===== config.mk =====
export PLATFORM = sky130hd
export DESIGN_NAME = uart_rx_err_irq
export DESIGN_NICKNAME = d
export VERILOG_FILES = /design/src/rtl/ue_pkg.sv /design/src/rtl/ue_sticky_bit.sv /design/src/rtl/ue_irq_gate.sv /design/src/rtl/uart_rx_err_irq.sv
export SDC_FILE = /design/constraint.sdc
export NUM_CORES = 1
export LEC_CHECK = 0
export BUFFER_PORTS_ARGS = -buffer_cell sky130_fd_sc_hd__buf_2
export CAP_MARGIN = 0
export CORE_MARGIN = 2
export CORE_UTILIZATION = 37
export CTS_CLUSTER_DIAMETER = 200
export DETAILED_ROUTE_END_ITERATION = 7
export GPL_TIMING_DRIVEN = 0
export HOLD_SLACK_MARGIN = 0.03
export PLACE_DENSITY = 0.9
export REMOVE_ABC_BUFFERS = 1
export SYNTH_ARGS = -nofsm -noshare
export SYNTH_HDL_FRONTEND = slang
export SYNTH_SLANG_ARGS = --single-unit
export TNS_END_PERCENT = 30

===== constraint.sdc =====
create_clock -name clk_i -period 1.4 [get_ports clk_i]
set_clock_uncertainty 0.1 [all_clocks]
set_input_delay 0 -clock clk_i [delete_from_list [all_inputs] [get_ports clk_i]]
set_output_delay 0 -clock clk_i [all_outputs]
set_load 0.05 [all_outputs]

===== src/rtl/ue_pkg.sv =====
package ue_pkg;
  typedef enum logic [1:0] {
    ADDR_CTRL   = 2'd0,
    ADDR_SETCLR = 2'd1,
    ADDR_IEN    = 2'd2,
    ADDR_IRQCLR = 2'd3
  } ue_addr_e;

  localparam int NUM_ERR = 3;  // 0 parity, 1 framing, 2 overrun
  localparam int NUM_IRQ = 3;  // 0 tx, 1 rx, 2 err

  // state word positions
  localparam int ST_RXEN = 0;
  localparam int ST_PE   = 16;
  localparam int ST_FE   = 17;
  localparam int ST_ROE  = 19;

  // set/clear word positions
  localparam int SC_RXEN_CLR = 0;
  localparam int SC_RXEN_SET = 1;
  localparam int SC_PE_CLR   = 2;
  localparam int SC_FE_CLR   = 3;
  localparam int SC_ROE_CLR  = 5;

  // control word positions
  localparam int CT_FEN  = 17;
  localparam int CT_ROEN = 19;
  localparam int CT_PEN  = 20;
endpackage


===== src/rtl/ue_sticky_bit.sv =====
module ue_sticky_bit (
  input  logic clk_i,
  input  logic rst_ni,
  input  logic set_i,
  input  logic clr_i,
  output logic q_o
);
  always_ff @(posedge clk_i or negedge rst_ni) begin
    if (!rst_ni)    q_o <= 1'b0;
    else if (set_i) q_o <= 1'b1;
    else if (clr_i) q_o <= 1'b0;
  end

  AST_SET_WINS: assert property (@(posedge clk_i) disable iff (!rst_ni)
    set_i |=> q_o);
  AST_CLEAR_EMPTIES: assert property (@(posedge clk_i) disable iff (!rst_ni)
    (clr_i && !set_i) |=> !q_o);
  AST_STICKY_HOLD: assert property (@(posedge clk_i) disable iff (!rst_ni)
    (!set_i && !clr_i) |=> (q_o == $past(q_o)));
endmodule


===== src/rtl/ue_irq_gate.sv =====
module ue_irq_gate #(
  parameter int NUM_ERR = 3
) (
  input  logic               ien_tx_i,
  input  logic               ien_rx_i,
  input  logic               ien_err_i,
  input  logic               req_tx_i,
  input  logic               req_rx_i,
  input  logic               req_err_i,
  input  logic [NUM_ERR-1:0] flag_i,
  input  logic [NUM_ERR-1:0] det_en_i,
  output logic               irq_tx_o,
  output logic               irq_rx_o,
  output logic               irq_err_o
);
  logic any_enabled_flag;

  assign any_enabled_flag = |(flag_i & det_en_i);
  assign irq_tx_o  = ien_tx_i & req_tx_i;
  assign irq_rx_o  = ien_rx_i & req_rx_i;
  assign irq_err_o = ien_err_i & (req_err_i | any_enabled_flag);
endmodule


===== src/rtl/uart_rx_err_irq.sv =====
module uart_rx_err_irq
  import ue_pkg::*;
#(
  parameter int DW = 32
) (
  input  logic          clk_i,
  input  logic          rst_ni,
  input  logic          wr_en_i,
  input  logic [1:0]    wr_addr_i,
  input  logic [DW-1:0] wr_data_i,
  input  logic          par_err_i,
  input  logic          frm_err_i,
  input  logic          ovr_err_i,
  input  logic          rx_char_i,
  input  logic          tx_trig_i,
  output logic [DW-1:0] state_o,
  output logic          irq_tx_o,
  output logic          irq_rx_o,
  output logic          irq_err_o
);
  localparam int CLR_POS [NUM_ERR] = '{SC_PE_CLR, SC_FE_CLR, SC_ROE_CLR};

  logic wr_ctrl, wr_setclr, wr_ien, wr_irqclr;
  logic               rx_en_q;
  logic [NUM_ERR-1:0] det_en_q;
  logic [NUM_IRQ-1:0] ien_q;
  logic [NUM_ERR-1:0] strobe, set_ev, clr_ev, flag;
  logic [NUM_IRQ-1:0] req_set, req_clr, req;
  logic               unused_wr_bits;

  assign wr_ctrl   = wr_en_i && (ue_addr_e'(wr_addr_i) == ADDR_CTRL);
  assign wr_setclr = wr_en_i && (ue_addr_e'(wr_addr_i) == ADDR_SETCLR);
  assign wr_ien    = wr_en_i && (ue_addr_e'(wr_addr_i) == ADDR_IEN);
  assign wr_irqclr = wr_en_i && (ue_addr_e'(wr_addr_i) == ADDR_IRQCLR);
  assign unused_wr_bits = ^wr_data_i;

  always_ff @(posedge clk_i or negedge rst_ni) begin
    if (!rst_ni) begin
      rx_en_q  <= 1'b0;
      det_en_q <= '0;
      ien_q    <= '0;
    end else begin
      if (wr_setclr) begin
        if (wr_data_i[SC_RXEN_SET])      rx_en_q <= 1'b1;
        else if (wr_data_i[SC_RXEN_CLR]) rx_en_q <= 1'b0;
      end
      if (wr_ctrl)
        det_en_q <= {wr_data_i[CT_ROEN], wr_data_i[CT_FEN], wr_data_i[CT_PEN]};
      if (wr_ien)
        ien_q <= wr_data_i[NUM_IRQ-1:0];
    end
  end

  // overrun strobe feeds only its own flag; the character itself stays good
  assign strobe = {ovr_err_i, frm_err_i, par_err_i};

  for (genvar i = 0; i < NUM_ERR; i++) begin : g_flag
    assign set_ev[i] = strobe[i] & det_en_q[i] & rx_en_q;
    assign clr_ev[i] = wr_setclr & wr_data_i[CLR_POS[i]];
    ue_sticky_bit i_flag (
      .clk_i  (clk_i),
      .rst_ni (rst_ni),
      .set_i  (set_ev[i]),
      .clr_i  (clr_ev[i]),
      .q_o    (flag[i])
    );
  end

  assign req_set = {|set_ev, rx_char_i & rx_en_q, tx_trig_i};

  for (genvar j = 0; j < NUM_IRQ; j++) begin : g_req
    assign req_clr[j] = wr_irqclr & wr_data_i[j];
    ue_sticky_bit i_req (
      .clk_i  (clk_i),
      .rst_ni (rst_ni),
      .set_i  (req_set[j]),
      .clr_i  (req_clr[j]),
      .q_o    (req[j])
    );
  end

  ue_irq_gate #(.NUM_ERR(NUM_ERR)) i_gate (
    .ien_tx_i  (ien_q[0]),
    .ien_rx_i  (ien_q[1]),
    .ien_err_i (ien_q[2]),
    .req_tx_i  (req[0]),
    .req_rx_i  (req[1]),
    .req_err_i (req[2]),
    .flag_i    (flag),
    .det_en_i  (det_en_q),
    .irq_tx_o  (irq_tx_o),
    .irq_rx_o  (irq_rx_o),
    .irq_err_o (irq_err_o)
  );

  always_comb begin
    state_o          = '0;
    state_o[ST_RXEN] = rx_en_q;
    state_o[ST_PE]   = flag[0];
    state_o[ST_FE]   = flag[1];
    state_o[ST_ROE]  = flag[2];
  end

  AST_PE_GATED: assert property (@(posedge clk_i) disable iff (!rst_ni)
    (!flag[0] && !(det_en_q[0] && rx_en_q)) |=> !state_o[ST_PE]);
  AST_FE_GATED: assert property (@(posedge clk_i) disable iff (!rst_ni)
    (!flag[1] && !(det_en_q[1] && rx_en_q)) |=> !state_o[ST_FE]);
  AST_RX_IGNORED: assert property (@(posedge clk_i) disable iff (!rst_ni)
    (!rx_en_q && !req[1]) |=> !req[1]);
  AST_OVR_ALONE: assert property (@(posedge clk_i) disable iff (!rst_ni)
    (ovr_err_i && !par_err_i && !frm_err_i && !flag[0] && !flag[1])
      |=> (!state_o[ST_PE] && !state_o[ST_FE]));
endmodule


* Word level (Yosys, flattened, before mapping)
Index checks and enable logic that the tools add are counted.
** Operators by class
- Reduce and logical (&&, ||, !) cells :: 15
- Mux-type cells :: 14
- Bitwise gates (word level) :: 18
- Eq/ne operators :: 3
** Operator list (number)
- bitwise AND 1 bit :: 16
- 2-to-1 mux 1 bit :: 14
- nonzero test 2 bit :: 7
- OR reduction 3 bit :: 2
- == test 2 bit (second input constant) :: 2
- logical AND 1 bit :: 4
- bitwise AND 3 bit :: 1
- == test 2 x 1 -> 1 bit (second input constant) :: 1
- logical NOT 2 bit :: 1
- AND reduction 2 bit :: 1
- bitwise OR 1 bit :: 1
** Word-level totals
- Word-level logic and storage cells :: 59
- Bits of input ports :: 42
- Bits in registers :: 13
- Output and inout port bits :: 35

* Longest topological paths before layout
Gate-level depths: netlist of the first run.
- Depth in word-level cells :: 5
- Mapped depth :: 3
- Mapped depth without buffers :: 2

* Modules after synthesis
A second synthesis of the first run with hierarchy kept.
** Second synthesis, totals
- Cells, all modules :: 83
- Area, all modules :: 844.6 um2
** Modules (own cells, without submodules)
- uart_rx_err_irq :: area an instance 594.3 um2, sequential area each 175.2 um2, instances 1, cells an instance 60
- ue_sticky_bit :: area an instance 36.3 um2, sequential area each 25.0 um2, instances 6, cells an instance 3
- ue_irq_gate :: area an instance 32.5 um2, sequential area each 0.0 um2, instances 1, cells an instance 5

* Worst setup path before layout of the first run
No wires, ideal clock.
- Path type :: reg-to-output
- Start point :: register det_en_q[1]
- End point :: output port irq_err_o
- Stages on the path, launching flop included :: 3
- Slack :: -285 ps
- Arrival time :: 1585 ps
- Data required time :: 1300 ps
- Path buffers :: 0
- Cell sequence :: dfrtp_1 a22oi_1 a21boi_0
** Between the ends
- Longest elaborated chain between the ends :: 4
** Ends and longest elaborated chain
- from (decl) :: RTL line uart_rx_err_irq.sv:25 : logic [NUM_ERR-1:0] det_en_q;
- from (signal assigned) :: RTL line uart_rx_err_irq.sv:48 : det_en_q <= {wr_data_i[CT_ROEN], wr_data_i[CT_FEN], wr_data_i[CT_PEN]};
- bitwise AND 3 bit :: RTL line ue_irq_gate.sv:18 : assign any_enabled_flag = |(flag_i & det_en_i);
- OR reduction 3 bit :: RTL line ue_irq_gate.sv:18
- bitwise OR 1 bit :: RTL line ue_irq_gate.sv:21 : assign irq_err_o = ien_err_i & (req_err_i | any_enabled_flag);
- bitwise AND 1 bit :: RTL line ue_irq_gate.sv:21
- to (decl) :: RTL line uart_rx_err_irq.sv:19 : output logic irq_err_o
No other way between the ends.

==> impl_results.html, run 1 <==
<table>
<tr><th>Metric</th><th>Value</th></tr>
<tr><th colspan="2">Worst setup path</th></tr>
<tr><td>Worst Setup Start Kind</td><td>flop</td></tr>
<tr><td>Sort of element at the end of the critical path</td><td>flop</td></tr>
<tr><td>Worst setup path category</td><td>reg -&gt; reg</td></tr>
<tr><td>Capture point of the worst reg-to-reg path</td><td>g_req[0].i_req.q_o</td></tr>
<tr><td>Crit path arrival time</td><td>1350 ps</td></tr>
<tr><td>Startpoint of the worst register-to-register path</td><td>g_req[0].i_req.q_o</td></tr>
<tr><td>Worst setup startpoint</td><td>g_req[0].i_req.q_o</td></tr>
<tr><td>Timing endpoint of the critical path</td><td>g_req[0].i_req.q_o</td></tr>
<tr><td>R2R cell count</td><td>2</td></tr>
<tr><td>Critical path required time</td><td>1460 ps</td></tr>
<tr><td>Worst reg2reg setup slack</td><td>110 ps</td></tr>
<tr><td>Biggest fanout along the worst timing path</td><td>2</td></tr>
<tr><th colspan="2">Global routing</th></tr>
<tr><td>Global Route met2 Usage</td><td>0.221</td></tr>
<tr><td>Most Used Layer, Global Route</td><td>met2</td></tr>
<tr><td>Combined global-route utilization of all metal layers</td><td>0.120</td></tr>
<tr><td>M3 GR Usage</td><td>0.0371</td></tr>
<tr><td>Grt total ovfl</td><td>0</td></tr>
<tr><td>Global-route met1 utilization</td><td>0.121</td></tr>
<tr><td>Via count of the first global-routing pass</td><td>619</td></tr>
<tr><td>Number of antenna violations at the first check in global routing</td><td>0</td></tr>
<tr><td>Wire length of the first global-routing pass</td><td>2420 um</td></tr>
<tr><td>Pin count of the biggest net entering global routing</td><td>14</td></tr>
<tr><th colspan="2">CTS</th></tr>
<tr><td>Clock tree root driver cell</td><td>clkbuf_4</td></tr>
<tr><td>Post-CTS Setup Bufs</td><td>0</td></tr>
<tr><td>TritonCTS sink count</td><td>13</td></tr>
<tr><td>Clock-pin slew on the worst setup and hold paths</td><td>80 ps</td></tr>
<tr><td>H-tree depth reported by CTS</td><td>1</td></tr>
<tr><td>Clock tree from TritonCTS</td><td>built</td></tr>
<tr><td>Number of buffers on the longest clock path</td><td>2</td></tr>
<tr><td>Inserted Clock Buffers</td><td>3</td></tr>
<tr><td>Insertion delay to the later sink of the worst-skew pair</td><td>270 ps</td></tr>
<tr><th colspan="2">Layout</th></tr>
<tr><td>Share of the core filled with cells in the final layout</td><td>0.477</td></tr>
<tr><td>Net total in the final layout</td><td>158</td></tr>
<tr><td>Number of antenna cells inserted</td><td>0</td></tr>
<tr><td>Fillers</td><td>214</td></tr>
<tr><td>Sequential cell area</td><td>325 um^2</td></tr>
<tr><td>Area of combinational cells with multiple inputs</td><td>378 um^2</td></tr>
<tr><td>Proportion of layout cells with a drive suffix above 1</td><td>0.304</td></tr>
<tr><td>Signed area change from the synthesized netlist to the final layout</td><td>21.6%</td></tr>
<tr><th colspan="2">Timing</th></tr>
<tr><td>Setup total negative slack</td><td>0 ps</td></tr>
<tr><td>Slack of the critical path</td><td>109 ps</td></tr>
<tr><td>Hold violation total from the final report</td><td>0</td></tr>
<tr><td>Worst hold margin</td><td>21.0 ps</td></tr>
<tr><td>Final clock period utilization by the worst path</td><td>0.922</td></tr>
<tr><td>Highest clock frequency the design can meet</td><td>775 MHz</td></tr>
<tr><td>Final number of max-transition violations</td><td>0</td></tr>
<tr><td>Endpoints failing setup</td><td>0</td></tr>
<tr><td>Post-layout min period</td><td>1290 ps</td></tr>
<tr><td>RSZ-0062 raised after global routing</td><td>false</td></tr>
<tr><th colspan="2">Synth</th></tr>
<tr><td>Number of synthesized register bits</td><td>13</td></tr>
<tr><td>Area fraction in and, or, nand and nor cells after synthesis</td><td>0.131</td></tr>
<tr><td>Post-synthesis mux area share</td><td>0.0771</td></tr>
<tr><td>Number of synthesized flops with an enable pin</td><td>0</td></tr>
<tr><td>Count of different cell masters after synthesis</td><td>21</td></tr>
<tr><td>Share of the synthesized area in compound gates (AO/OA/AOI/OAI)</td><td>0.103</td></tr>
<tr><td>Dominant combinational cell family by area after synthesis</td><td>buffers and inverters</td></tr>
<tr><td>Post-synthesis async set-or-reset flop share</td><td>1.00</td></tr>
<tr><td>Cell area after technology mapping</td><td>876 um^2</td></tr>
<tr><td>Most instantiated flip-flop cell in the synthesis netlist</td><td>dfrtp_1</td></tr>
<tr><td>Xor/xnor share of the synthesized area</td><td>0</td></tr>
<tr><td>Mapped Avg Cell Area</td><td>11.1 um^2</td></tr>
<tr><td>Post-synthesis sequential area ratio</td><td>0.371</td></tr>
<tr><td>Gate count after technology mapping</td><td>79</td></tr>
<tr><td>Yosys warns</td><td>0</td></tr>
<tr><td>Adder and majority gate portion of the synthesized area</td><td>0</td></tr>
<tr><th colspan="2">Routing</th></tr>
<tr><td>Post-route DRC</td><td>0</td></tr>
<tr><td>Routed WL per cell</td><td>10.3 um</td></tr>
<tr><td>Via count</td><td>618</td></tr>
<tr><td>Final antenna-violating net count</td><td>0</td></tr>
<tr><td>Count of routing violations after the opening detailed-route iteration</td><td>8</td></tr>
<tr><td>Detailed Routing Iterations Pass 1</td><td>4</td></tr>
<tr><td>Final Routed Wirelength</td><td>1470 um</td></tr>
<tr><td>Vias per cell</td><td>4.32</td></tr>
<tr><th colspan="2">Run</th></tr>
<tr><td>MaxCap Viol Count</td><td>0</td></tr>
<tr><th colspan="2">Place</th></tr>
<tr><td># port buffers</td><td>24</td></tr>
<tr><td>Worst Setup Slack post-DPL</td><td>329 ps</td></tr>
<tr><td>Detailed-placement wirelength estimate</td><td>1180 um</td></tr>
<tr><td>Routability congestion estimate from global placement</td><td>0.808</td></tr>
<tr><th colspan="2">Floorplan</th></tr>
<tr><td>Floorplan core area</td><td>2230 um^2</td></tr>
<tr><td>Die extent in x</td><td>52.7 um</td></tr>
<tr><td>Effective utilization at floorplan</td><td>0.392</td></tr>
<tr><td>Number of cell rows</td><td>17</td></tr>
<tr><td>Overall die area</td><td>2770 um^2</td></tr>
<tr><td>Vert. Die Dim</td><td>52.7 um</td></tr>
<tr><td># IOs</td><td>77</td></tr>
<tr><th colspan="2">Outcome</th></tr>
<tr><td>Run status</td><td>finished clean</td></tr>
<tr><th colspan="2">Power</th></tr>
<tr><td>Leakage power total</td><td>0.525 nW</td></tr>
<tr><td>Power Dens Cells</td><td>1260 nW/um^2</td></tr>
<tr><td>Total Power Consumption</td><td>0.00134 W</td></tr>
<tr><td>Worst IR drop on VDD</td><td>0.581 mV</td></tr>
<tr><th colspan="2">Hold path</th></tr>
<tr><td>Worst hold-check path type</td><td>in -&gt; reg</td></tr>
</table>
==> critical path: stages, from the launching register on <==
cell	delay, ps
dfrtp_1	390
a21o_1	150
dlygate4sd3_1	540
==> synth_stat cells, types with 2 or more instances <==
library cell	n	area (um^2)
buf_6	2	22.5
buf_4	33	248
mux2_2	6	67.6
a32o_1	3	30.0
and2_1	2	12.5
nand4b_1	4	35.0
nand4_1	3	18.8
dfrtp_1	13	325
==> layer usage <==
layer,part of all wire,vias to the layer above
li1,-,293
met1,0.40,286
met2,0.50,37
met3,0.092,2
met4,0.0048,0
met5,0,-
==> worst min path at each step <==
stage | cells after the start | endpoint | start
final | 2 | ien_q[0] | wr_data_i[0]
after global routing | 2 | ien_q[0] | wr_data_i[0]
after CTS | 3 | g_req[1].i_req.q_o | wr_en_i
after detailed placement | 1 | g_flag[0].i_flag.q_o | rst_ni
after global placement | 1 | g_req[1].i_req.q_o | rst_ni
after floorplan | 0 | det_en_q[0] | rst_ni
==> flip-flops by register name, indices dropped and copies added, names as in the netlist <==
| signal | flops |
|---|---|
| det_en_q | 3 |
| g_flag.i_flag.q_o | 3 |
| g_req.i_req.q_o | 3 |
| ien_q | 3 |
| rx_en_q | 1 |
==> cell families after synthesis <==
logic type,after synthesis
mux,6
simple gates,12
compound gates,11
buf+inv,36
flops,13
other cells,1
==> cell type report <==
class                      count  share of cell area
tap                           28              0.0329
sequential                    13               0.306
inverter                       1             0.00353
multi-input combinational     57               0.355
clock inverter                 1             0.00470
clock buffer                   3              0.0212
timing repair buffer          40               0.277
==> power by group <==
part	leakage, nW	switching, W	internal (W)
Sequential	0.143	0.0000610	0.000450
Clock	0.0177	0.000117	0.000106
Combinational	0.364	0.000437	0.000166
==> repair_timing <==
item / CTS / global route
gates resized for setup: 0 / 6
endpoints found under the setup margin: 0 / 3
endpoints found under the hold margin: 26 / 0
hold buffers: 17 / 0
==> stage by stage <==
stage	instances	cell area, um^2
detailed placement	123	862
global placement	123	862
global route	143	1060
finish	143	1060
floorplan	71	707
CTS	144	1060
==> cells in the final DEF (no fill, tap or decap), drive strengths merged <==
master | Yosys | routed
clkbuf | 0 | 4
a222oi | 1 | 1
nand4 | 3 | 3
nor3b | 1 | 1
a22oi | 1 | 1
a21o | 1 | 1
dlygate4sd3 | 0 | 15
o21ai | 1 | 1
nand3b | 1 | 1
and4b | 1 | 1
a32o | 3 | 3
clkinv | 0 | 1
inv | 1 | 1
dlymetal6s4s | 0 | 2
dfrtp | 13 | 13
and2 | 2 | 2
buf | 35 | 22
a21boi | 1 | 1
mux2 | 6 | 6
a22o | 1 | 1
conb | 1 | 28
nand4b | 4 | 4
a21oi | 1 | 1
o2bb2ai | 1 | 1
Note: power is estimated with default switching activity, not from simulation.
==> run 2: changes to the inputs <==
--- a/config.mk
+++ b/config.mk
@@ -5,17 +5,16 @@
 export SDC_FILE = /design/constraint.sdc
 export NUM_CORES = 1
 export LEC_CHECK = 0
-export BUFFER_PORTS_ARGS = -buffer_cell sky130_fd_sc_hd__buf_2
 export CAP_MARGIN = 0
 export CORE_MARGIN = 2
-export CORE_UTILIZATION = 37
+export CORE_UTILIZATION = 50
 export CTS_CLUSTER_DIAMETER = 200
 export DETAILED_ROUTE_END_ITERATION = 7
+export DONT_BUFFER_PORTS = 1
 export GPL_TIMING_DRIVEN = 0
 export HOLD_SLACK_MARGIN = 0.03
-export PLACE_DENSITY = 0.9
+export PLACE_DENSITY = 0.76
 export REMOVE_ABC_BUFFERS = 1
 export SYNTH_ARGS = -nofsm -noshare
 export SYNTH_HDL_FRONTEND = slang
 export SYNTH_SLANG_ARGS = --single-unit
-export TNS_END_PERCENT = 30
==> constraint.sdc (replaced) <==
create_clock -name clk_i -period 1.4 [get_ports clk_i]
set_clock_uncertainty 0.1 [all_clocks]
set_input_delay 0.28 -clock clk_i [delete_from_list [all_inputs] [get_ports clk_i]]
set_output_delay 0.28 -clock clk_i [all_outputs]
set_load 0.05 [all_outputs]
==> impl_results.html, run 2 (same netlist as run 1, synthesis figures left out) <==
<table>
<tr><th>Metric</th><th>Value</th></tr>
<tr><th colspan="2">Worst setup path</th></tr>
<tr><td>Sort of element at the end of the critical path</td><td>primary output (was flop)</td></tr>
<tr><td>Cell-by-cell trace of the critical path</td><td>a22oi_2 &gt; a21boi_4 (was a21o_1 &gt; dlygate4sd3_1)</td></tr>
<tr><td>Worst Setup Start Kind</td><td>flop (unchanged)</td></tr>
<tr><td>Crit path arrival time</td><td>1340 ps (was 1350 ps)</td></tr>
<tr><td>Critical path's largest stage delay</td><td>540 ps (about the same)</td></tr>
<tr><td>Biggest fanout along the worst timing path</td><td>3 (was 2)</td></tr>
<tr><td>Worst reg2reg setup slack</td><td>330 ps (was 110 ps)</td></tr>
<tr><td>R2R cell count</td><td>2 (unchanged)</td></tr>
<tr><td>Critical-path top delay cell</td><td>dfrtp_2 (was dlygate4sd3_1)</td></tr>
<tr><td>Capture point of the worst reg-to-reg path</td><td>g_req[2].i_req.q_o (was g_req[0].i_req.q_o)</td></tr>
<tr><td>Critical path required time</td><td>1020 ps (was 1460 ps)</td></tr>
<tr><td>Startpoint of the worst register-to-register path</td><td>det_en_q[0] (was g_req[0].i_req.q_o)</td></tr>
<tr><td>Worst setup path category</td><td>reg -&gt; out (was reg -&gt; reg)</td></tr>
<tr><th colspan="2">Place</th></tr>
<tr><td># port buffers</td><td>0 (was 24)</td></tr>
<tr><td>Detailed-placement wirelength estimate</td><td>1010 um (was 1180 um)</td></tr>
<tr><td>Routability congestion estimate from global placement</td><td>0.701 (was 0.808)</td></tr>
<tr><td>Cell Area, Placed</td><td>728 um^2 (was 862 um^2)</td></tr>
<tr><th colspan="2">Hold path</th></tr>
<tr><td>Hold path cells</td><td>1 (was 2)</td></tr>
<tr><td>Worst hold-check path type</td><td>in -&gt; reg (unchanged)</td></tr>
<tr><td>Terminating pin of the worst hold path</td><td>ien_q[2] (was ien_q[0])</td></tr>
<tr><td>Worst hold path startpoint</td><td>wr_data_i[2] (was wr_data_i[0])</td></tr>
<tr><th colspan="2">Layout</th></tr>
<tr><td>Final cell area excluding filler cells</td><td>802 um^2 (was 1060 um^2)</td></tr>
<tr><td>Signed area change from the synthesized netlist to the final layout</td><td>-8.43% (was 21.6%)</td></tr>
<tr><td>Commonest cells after routing, fill and taps aside</td><td>conb_1 (28), dfrtp_1 (9), mux2_2 (6), nand4b_1 (4), dfrtp_2 (4) (was conb_1 (28), buf_2 (21), dlygate4sd3_1 (15), dfrtp_1 (13), mux2_2 (6))</td></tr>
<tr><td>Number of antenna cells inserted</td><td>0 (unchanged)</td></tr>
<tr><td>Fillers</td><td>154 (was 214)</td></tr>
<tr><td>Leading cell type in the layout, fill and taps excluded</td><td>conb_1 (unchanged)</td></tr>
<tr><td>Net total in the final layout</td><td>120 (was 158)</td></tr>
<tr><td>Proportion of layout cells with a drive suffix above 1</td><td>0.260 (was 0.304)</td></tr>
<tr><th colspan="2">Timing</th></tr>
<tr><td>Highest clock frequency the design can meet</td><td>581 MHz (was 775 MHz)</td></tr>
<tr><td>Post-layout min period</td><td>1720 ps (was 1290 ps)</td></tr>
<tr><td>Worst slew pin tran</td><td>578 ps</td></tr>
<tr><td>RSZ-0062 raised after global routing</td><td>true (was false)</td></tr>
<tr><td>Slew margin rel.</td><td>0.614</td></tr>
<tr><td>Worst hold margin</td><td>55.4 ps (was 21.0 ps)</td></tr>
<tr><td>Final clock period utilization by the worst path</td><td>1.23 (was 0.922)</td></tr>
<tr><td>Endpoints failing setup</td><td>1 (was 0)</td></tr>
<tr><td>Setup total negative slack</td><td>-321 ps (was 0 ps)</td></tr>
<tr><td>Slack of the critical path</td><td>-321 ps (was 109 ps)</td></tr>
<tr><td>Hold violation total from the final report</td><td>0 (unchanged)</td></tr>
<tr><td>Final number of max-transition violations</td><td>0 (unchanged)</td></tr>
<tr><th colspan="2">Global routing</th></tr>
<tr><td>Via count of the first global-routing pass</td><td>394 (was 619)</td></tr>
<tr><td>Number of antenna violations at the first check in global routing</td><td>0 (unchanged)</td></tr>
<tr><td>Wire length of the first global-routing pass</td><td>1680 um (was 2420 um)</td></tr>
<tr><td>Combined global-route utilization of all metal layers</td><td>0.115 (was 0.120)</td></tr>
<tr><td>Pin count of the biggest net entering global routing</td><td>14 (unchanged)</td></tr>
<tr><td>Grt total ovfl</td><td>0 (unchanged)</td></tr>
<tr><th colspan="2">CTS</th></tr>
<tr><td>Post-CTS Setup Bufs</td><td>0 (unchanged)</td></tr>
<tr><td>Clock-pin slew on the worst setup and hold paths</td><td>80 ps (about the same)</td></tr>
<tr><td>Clock tree from TritonCTS</td><td>built (unchanged)</td></tr>
<tr><td>H-tree depth reported by CTS</td><td>1 (unchanged)</td></tr>
<tr><td>Insertion delay to the later sink of the worst-skew pair</td><td>270 ps (about the same)</td></tr>
<tr><td>Number of buffers on the longest clock path</td><td>2 (unchanged)</td></tr>
<tr><td>Inserted Clock Buffers</td><td>3 (unchanged)</td></tr>
<tr><td>Clock tree root driver cell</td><td>clkbuf_4 (unchanged)</td></tr>
<tr><td>TritonCTS sink count</td><td>13 (unchanged)</td></tr>
<tr><th colspan="2">Routing</th></tr>
<tr><td>Post-route DRC</td><td>0 (unchanged)</td></tr>
<tr><td>Detailed Routing Iterations Pass 1</td><td>4 (unchanged)</td></tr>
<tr><td>Final Routed Wirelength</td><td>1280 um (was 1470 um)</td></tr>
<tr><td>Routed length on met3</td><td>122 um (was 136 um)</td></tr>
<tr><td>Vias per cell</td><td>5.19 (was 4.32)</td></tr>
<tr><td>Wire length on met2</td><td>716 um (was 738 um)</td></tr>
<tr><td>Routed WL per cell</td><td>13.6 um (was 10.3 um)</td></tr>
<tr><td>Via count</td><td>488 (was 618)</td></tr>
<tr><td>Routed metal-1 wirelength</td><td>442 um (was 589 um)</td></tr>
<tr><td>Final antenna-violating net count</td><td>0 (unchanged)</td></tr>
<tr><td>Count of routing violations after the opening detailed-route iteration</td><td>13 (was 8)</td></tr>
<tr><td>Topmost layer with routed signal wires</td><td>met3 (was met4)</td></tr>
<tr><th colspan="2">Outcome</th></tr>
<tr><td>Violated checks</td><td>setup timing</td></tr>
<tr><td>Run status</td><td>finished with violations (was finished clean)</td></tr>
<tr><th colspan="2">Floorplan</th></tr>
<tr><td>Vert. Die Dim</td><td>45.9 um (was 52.7 um)</td></tr>
<tr><td>Number of cell rows</td><td>15 (was 17)</td></tr>
<tr><td># IOs</td><td>77 (unchanged)</td></tr>
<tr><td>Floorplan core area</td><td>1690 um^2 (was 2230 um^2)</td></tr>
<tr><td>Die extent in x</td><td>45.9 um (was 52.7 um)</td></tr>
<tr><td>Effective utilization at floorplan</td><td>0.519 (was 0.392)</td></tr>
<tr><td>Overall die area</td><td>2100 um^2 (was 2770 um^2)</td></tr>
<tr><th colspan="2">Power</th></tr>
<tr><td>Worst IR drop on VDD</td><td>0.557 mV (was 0.581 mV)</td></tr>
<tr><td>Leakage power total</td><td>0.359 nW (was 0.525 nW)</td></tr>
<tr><td>Total Power Consumption</td><td>0.00126 W (was 0.00134 W)</td></tr>
<tr><td>Power Dens Cells</td><td>1580 nW/um^2 (was 1260 nW/um^2)</td></tr>
<tr><th colspan="2">Run</th></tr>
<tr><td>MaxCap Viol Count</td><td>0 (unchanged)</td></tr>
</table>
## run 2: changes by cell type in the layout (fill, tap and decap cells not counted), moves of 2 or more
cell            delta
and2_1             -2
and2_2             +2
buf_2             -21
dfrtp_1            -4
dfrtp_2            +4
dlygate4sd3_1     -13
dlymetal6s4s_1     -2
## run 2: metrics by stage
step,instances,worst slack (ps),utilization
finish,94,-321,0.475
global placement,88,-1020,0.431
floorplan,71,-931,-
global route,94,-355,0.475
CTS,94,-338,0.474
detailed placement,88,-651,0.431
## run 2: layout make-up
type | instances | area, um^2 | share of cell area
clock buffer | 4 | 26.3 | 0.0328
tap | 17 | 21.3 | 0.0265
inverter | 1 | 3.75 | 0.00468
sequential | 13 | 330 | 0.412
multi-input combinational | 57 | 400 | 0.499
timing repair buffer | 2 | 20.0 | 0.0250
## run 2: power breakdown
part           switching (W)  internal [W]
Combinational       0.000285      0.000102
Sequential          0.000194      0.000455
Clock               0.000119      0.000110
Total               0.000598      0.000666
## run 2: worst max-delay path: cells and delay by family, from the launching register on
family / cells / cell delay, ps
AOI/OAI and AO/OA: 2 / 520
DFF: 1 / 540
## run 2: worst max path at each step
stage                               startpoint         to  slack (ps)
after floorplan           g_flag[1].i_flag.q_o  irq_err_o        -930
after global placement    g_flag[1].i_flag.q_o  irq_err_o       -1020
after detailed placement  g_flag[1].i_flag.q_o  irq_err_o        -650
after CTS                 g_flag[1].i_flag.q_o  irq_err_o        -340
after global routing      g_flag[1].i_flag.q_o  irq_err_o        -350
final                     g_flag[1].i_flag.q_o  irq_err_o        -320
## run 2: metal layers
layer	GRT usage	vias up
met5	0	-
met4	0.0800	0
met2	0.169	35
li1	-	218
met1	0.141	235
met3	0.0357	0
## run 2: what timing repair did
| action | 4_1_cts | 5_1_grt |
|---|---|---|
| setup endpoints to repair | 3 | 2 |
| hold buffers | 2 | 0 |
| gates resized for setup | 9 | 1 |
| endpoints found under the hold margin | 14 | 0 |
| pin swaps | 1 | 0 |
==> run 3: changes to the inputs <==
--- a/config.mk
+++ b/config.mk
@@ -8,6 +8,7 @@
 export CAP_MARGIN = 0
 export CORE_MARGIN = 2
 export CORE_UTILIZATION = 50
+export CTS_BUF_LIST = sky130_fd_sc_hd__clkbuf_4
 export CTS_CLUSTER_DIAMETER = 200
 export DETAILED_ROUTE_END_ITERATION = 7
 export DONT_BUFFER_PORTS = 1
==> impl_results.html, run 3 (same netlist as run 1, synthesis figures left out) <==
<table>
<tr><th>Metric</th><th>Value</th></tr>
<tr><th colspan="2">CTS</th></tr>
<tr><td>Clock tree root driver cell</td><td>clkbuf_4 (unchanged)</td></tr>
<tr><td>Clock tree from TritonCTS</td><td>built (unchanged)</td></tr>
<tr><td>Inserted Clock Buffers</td><td>3 (unchanged)</td></tr>
<tr><td>TritonCTS sink count</td><td>13 (unchanged)</td></tr>
<tr><td>Clock-pin slew on the worst setup and hold paths</td><td>80 ps (about the same)</td></tr>
<tr><td>Post-CTS Setup Bufs</td><td>0 (unchanged)</td></tr>
<tr><td>Insertion delay to the later sink of the worst-skew pair</td><td>270 ps (about the same)</td></tr>
<tr><td>Number of buffers on the longest clock path</td><td>2 (unchanged)</td></tr>
<tr><td>H-tree depth reported by CTS</td><td>1 (unchanged)</td></tr>
<tr><th colspan="2">Power</th></tr>
<tr><td>Total Power Consumption</td><td>0.00128 W (was 0.00126 W)</td></tr>
<tr><td>Power Dens Cells</td><td>1590 nW/um^2 (was 1580 nW/um^2)</td></tr>
<tr><td>Switching power</td><td>0.000596 W (was 0.000598 W)</td></tr>
<tr><td>Combinational Power Share</td><td>0.302 (was 0.305)</td></tr>
<tr><td>Leakage power total</td><td>0.363 nW (was 0.359 nW)</td></tr>
<tr><td>Clock Power Share</td><td>0.192 (was 0.182)</td></tr>
<tr><td>Net Sw Frac</td><td>0.465 (was 0.473)</td></tr>
<tr><td>Register share of total power</td><td>0.506 (was 0.513)</td></tr>
<tr><td>Worst IR drop on VDD</td><td>0.558 mV (was 0.557 mV)</td></tr>
<tr><td>Internal power contribution</td><td>0.000686 W (was 0.000666 W)</td></tr>
<tr><th colspan="2">Worst setup path</th></tr>
<tr><td>Critical path required time</td><td>1020 ps (about the same)</td></tr>
<tr><td>Biggest fanout along the worst timing path</td><td>3 (unchanged)</td></tr>
<tr><td>Worst Setup Start Kind</td><td>flop (unchanged)</td></tr>
<tr><td>Crit path arrival time</td><td>1340 ps (about the same)</td></tr>
<tr><td>Sort of element at the end of the critical path</td><td>primary output (unchanged)</td></tr>
<tr><td>Worst setup path category</td><td>reg -&gt; out (unchanged)</td></tr>
<tr><th colspan="2">Global routing</th></tr>
<tr><td>Combined global-route utilization of all metal layers</td><td>0.114 (was 0.115)</td></tr>
<tr><td>Wire length of the first global-routing pass</td><td>1670 um (was 1680 um)</td></tr>
<tr><td>Via count of the first global-routing pass</td><td>379 (was 394)</td></tr>
<tr><td>Number of antenna violations at the first check in global routing</td><td>0 (unchanged)</td></tr>
<tr><td>Pin count of the biggest net entering global routing</td><td>14 (unchanged)</td></tr>
<tr><td>Grt total ovfl</td><td>0 (unchanged)</td></tr>
<tr><th colspan="2">Layout</th></tr>
<tr><td>Proportion of layout cells with a drive suffix above 1</td><td>0.273 (was 0.260)</td></tr>
<tr><td>Commonest cells after routing, fill and taps aside</td><td>conb_1 (28), dfrtp_1 (9), mux2_2 (6) (was conb_1 (28), dfrtp_1 (9), mux2_2 (6), nand4b_1 (4), dfrtp_2 (4))</td></tr>
<tr><td>Fillers</td><td>154 (unchanged)</td></tr>
<tr><td>Number of antenna cells inserted</td><td>0 (unchanged)</td></tr>
<tr><td>Final cell area excluding filler cells</td><td>806 um^2 (was 802 um^2)</td></tr>
<tr><td>Leading cell type in the layout, fill and taps excluded</td><td>conb_1 (unchanged)</td></tr>
<tr><td>Net total in the final layout</td><td>120 (unchanged)</td></tr>
<tr><td>Signed area change from the synthesized netlist to the final layout</td><td>-8.00% (was -8.43%)</td></tr>
<tr><th colspan="2">Timing</th></tr>
<tr><td>Worst hold margin</td><td>55.4 ps (about the same)</td></tr>
<tr><td>Worst slew pin tran</td><td>581 ps (was 578 ps)</td></tr>
<tr><td>RSZ-0062 raised after global routing</td><td>true (unchanged)</td></tr>
<tr><td>Slack of the critical path</td><td>-323 ps (was -321 ps)</td></tr>
<tr><td>Endpoints failing setup</td><td>1 (unchanged)</td></tr>
<tr><td>Final clock period utilization by the worst path</td><td>1.23 (about the same)</td></tr>
<tr><td>Highest clock frequency the design can meet</td><td>580 MHz (was 581 MHz)</td></tr>
<tr><td>Post-layout min period</td><td>1720 ps (about the same)</td></tr>
<tr><td>Final number of max-transition violations</td><td>0 (unchanged)</td></tr>
<tr><td>Hold violation total from the final report</td><td>0 (unchanged)</td></tr>
<tr><td>Slew margin rel.</td><td>0.611 (was 0.614)</td></tr>
<tr><th colspan="2">Place</th></tr>
<tr><td>Worst Setup Slack post-DPL</td><td>-651 ps (unchanged)</td></tr>
<tr><td>Routability congestion estimate from global placement</td><td>0.701 (unchanged)</td></tr>
<tr><td># port buffers</td><td>0 (unchanged)</td></tr>
<tr><td>Detailed-placement wirelength estimate</td><td>1010 um (unchanged)</td></tr>
<tr><td>Cell Area, Placed</td><td>728 um^2 (unchanged)</td></tr>
<tr><th colspan="2">Routing</th></tr>
<tr><td>Vias per cell</td><td>5.22 (was 5.19)</td></tr>
<tr><td>Post-route DRC</td><td>0 (unchanged)</td></tr>
<tr><td>Routed WL per cell</td><td>13.6 um (about the same)</td></tr>
<tr><td>Detailed Routing Iterations Pass 1</td><td>4 (unchanged)</td></tr>
<tr><td>Final Routed Wirelength</td><td>1280 um (about the same)</td></tr>
<tr><td>Final antenna-violating net count</td><td>0 (unchanged)</td></tr>
<tr><td>Via count</td><td>491 (was 488)</td></tr>
<tr><td>Count of routing violations after the opening detailed-route iteration</td><td>9 (was 13)</td></tr>
<tr><th colspan="2">Outcome</th></tr>
<tr><td>Run status</td><td>finished with violations (unchanged)</td></tr>
<tr><td>Violated checks</td><td>setup timing (unchanged)</td></tr>
<tr><th colspan="2">Floorplan</th></tr>
<tr><td>Die extent in x</td><td>45.9 um (unchanged)</td></tr>
<tr><td>Number of cell rows</td><td>15 (unchanged)</td></tr>
<tr><td>Floorplan core area</td><td>1690 um^2 (unchanged)</td></tr>
<tr><td>Vert. Die Dim</td><td>45.9 um (unchanged)</td></tr>
<tr><td># IOs</td><td>77 (unchanged)</td></tr>
<tr><td>Overall die area</td><td>2100 um^2 (unchanged)</td></tr>
<tr><td>Effective utilization at floorplan</td><td>0.519 (unchanged)</td></tr>
<tr><th colspan="2">Hold path</th></tr>
<tr><td>Worst hold-check path type</td><td>in -&gt; reg (unchanged)</td></tr>
<tr><th colspan="2">Run</th></tr>
<tr><td>MaxCap Viol Count</td><td>0 (unchanged)</td></tr>
</table>
## run 3: changes by cell type in the layout (fill, tap and decap cells not counted)
cell / before / now
clkbuf_1: 1 / 0
clkbuf_4: 3 / 4
## run 3: final cells by class
type | count | area, um^2 | share of cell area
clock buffer | 4 | 30.0 | 0.0373
inverter | 1 | 3.75 | 0.00466
multi-input combinational | 57 | 400 | 0.497
sequential | 13 | 330 | 0.410
tap | 17 | 21.3 | 0.0264
timing repair buffer | 2 | 20.0 | 0.0248
## run 3: worst paths after layout
| path | from | to | slack [ps] | depth (start not counted) |
|---|---|---|---|---|
| max | g_flag[1].i_flag.q_o | irq_err_o | -320 | 2 |
| min | wr_data_i[2] | ien_q[2] | 60 | 1 |
| max reg2reg | det_en_q[0] | g_req[2].i_req.q_o | 300 | 2 |
| min reg2reg | g_req[0].i_req.q_o | g_req[0].i_req.q_o | 390 | 1 |
| max in group asynchronous | rst_ni | g_flag[1].i_flag.q_o | 440 | 1 |
| min in group asynchronous | rst_ni | g_req[1].i_req.q_o | 350 | 1 |
## run 3: stage by stage
stage	cells	TNS, ps	utilization
3_3_place_gp	88	-1020	0.431
6_report	94	-323	0.477
2_1_floorplan	71	-931	-
4_1_cts	94	-340	0.476
3_5_place_dp	88	-651	0.431
5_1_grt	94	-368	0.477
## run 3: what timing repair did
item                                    4_1_cts  5_1_grt
endpoints found under the setup margin        3        2
gates resized for setup                       9        1
hold buffers                                  2        0
hold endpoints to repair                     14        0
pin swaps                                     1        0
## run 3: power by group through the flow
stage          Sequential [W]  Combinational, W  Clock (W)
2_1_floorplan        0.000618          0.000335          0
3_3_place_gp         0.000635          0.000345          0
3_5_place_dp         0.000641          0.000351          0
4_1_cts              0.000647          0.000388   0.000258
5_1_grt              0.000664          0.000408   0.000266
6_report             0.000648          0.000387   0.000246
## run 3: metal layers
| metal | up-vias | GRT usage | wire length, um |
|---|---|---|---|
| li1 | 219 | - | - |
| met1 | 240 | 0.144 | 478 |
| met2 | 32 | 0.164 | 702 |
| met3 | 0 | 0.0357 | 98 |
| met4 | 0 | 0.0800 | 0 |
| met5 | - | 0 | 0 |
## run 3: critical path: stages, from the launching register on
cell and delay, ps:
dfrtp_2 540, a22oi_2 150, a21boi_4 380
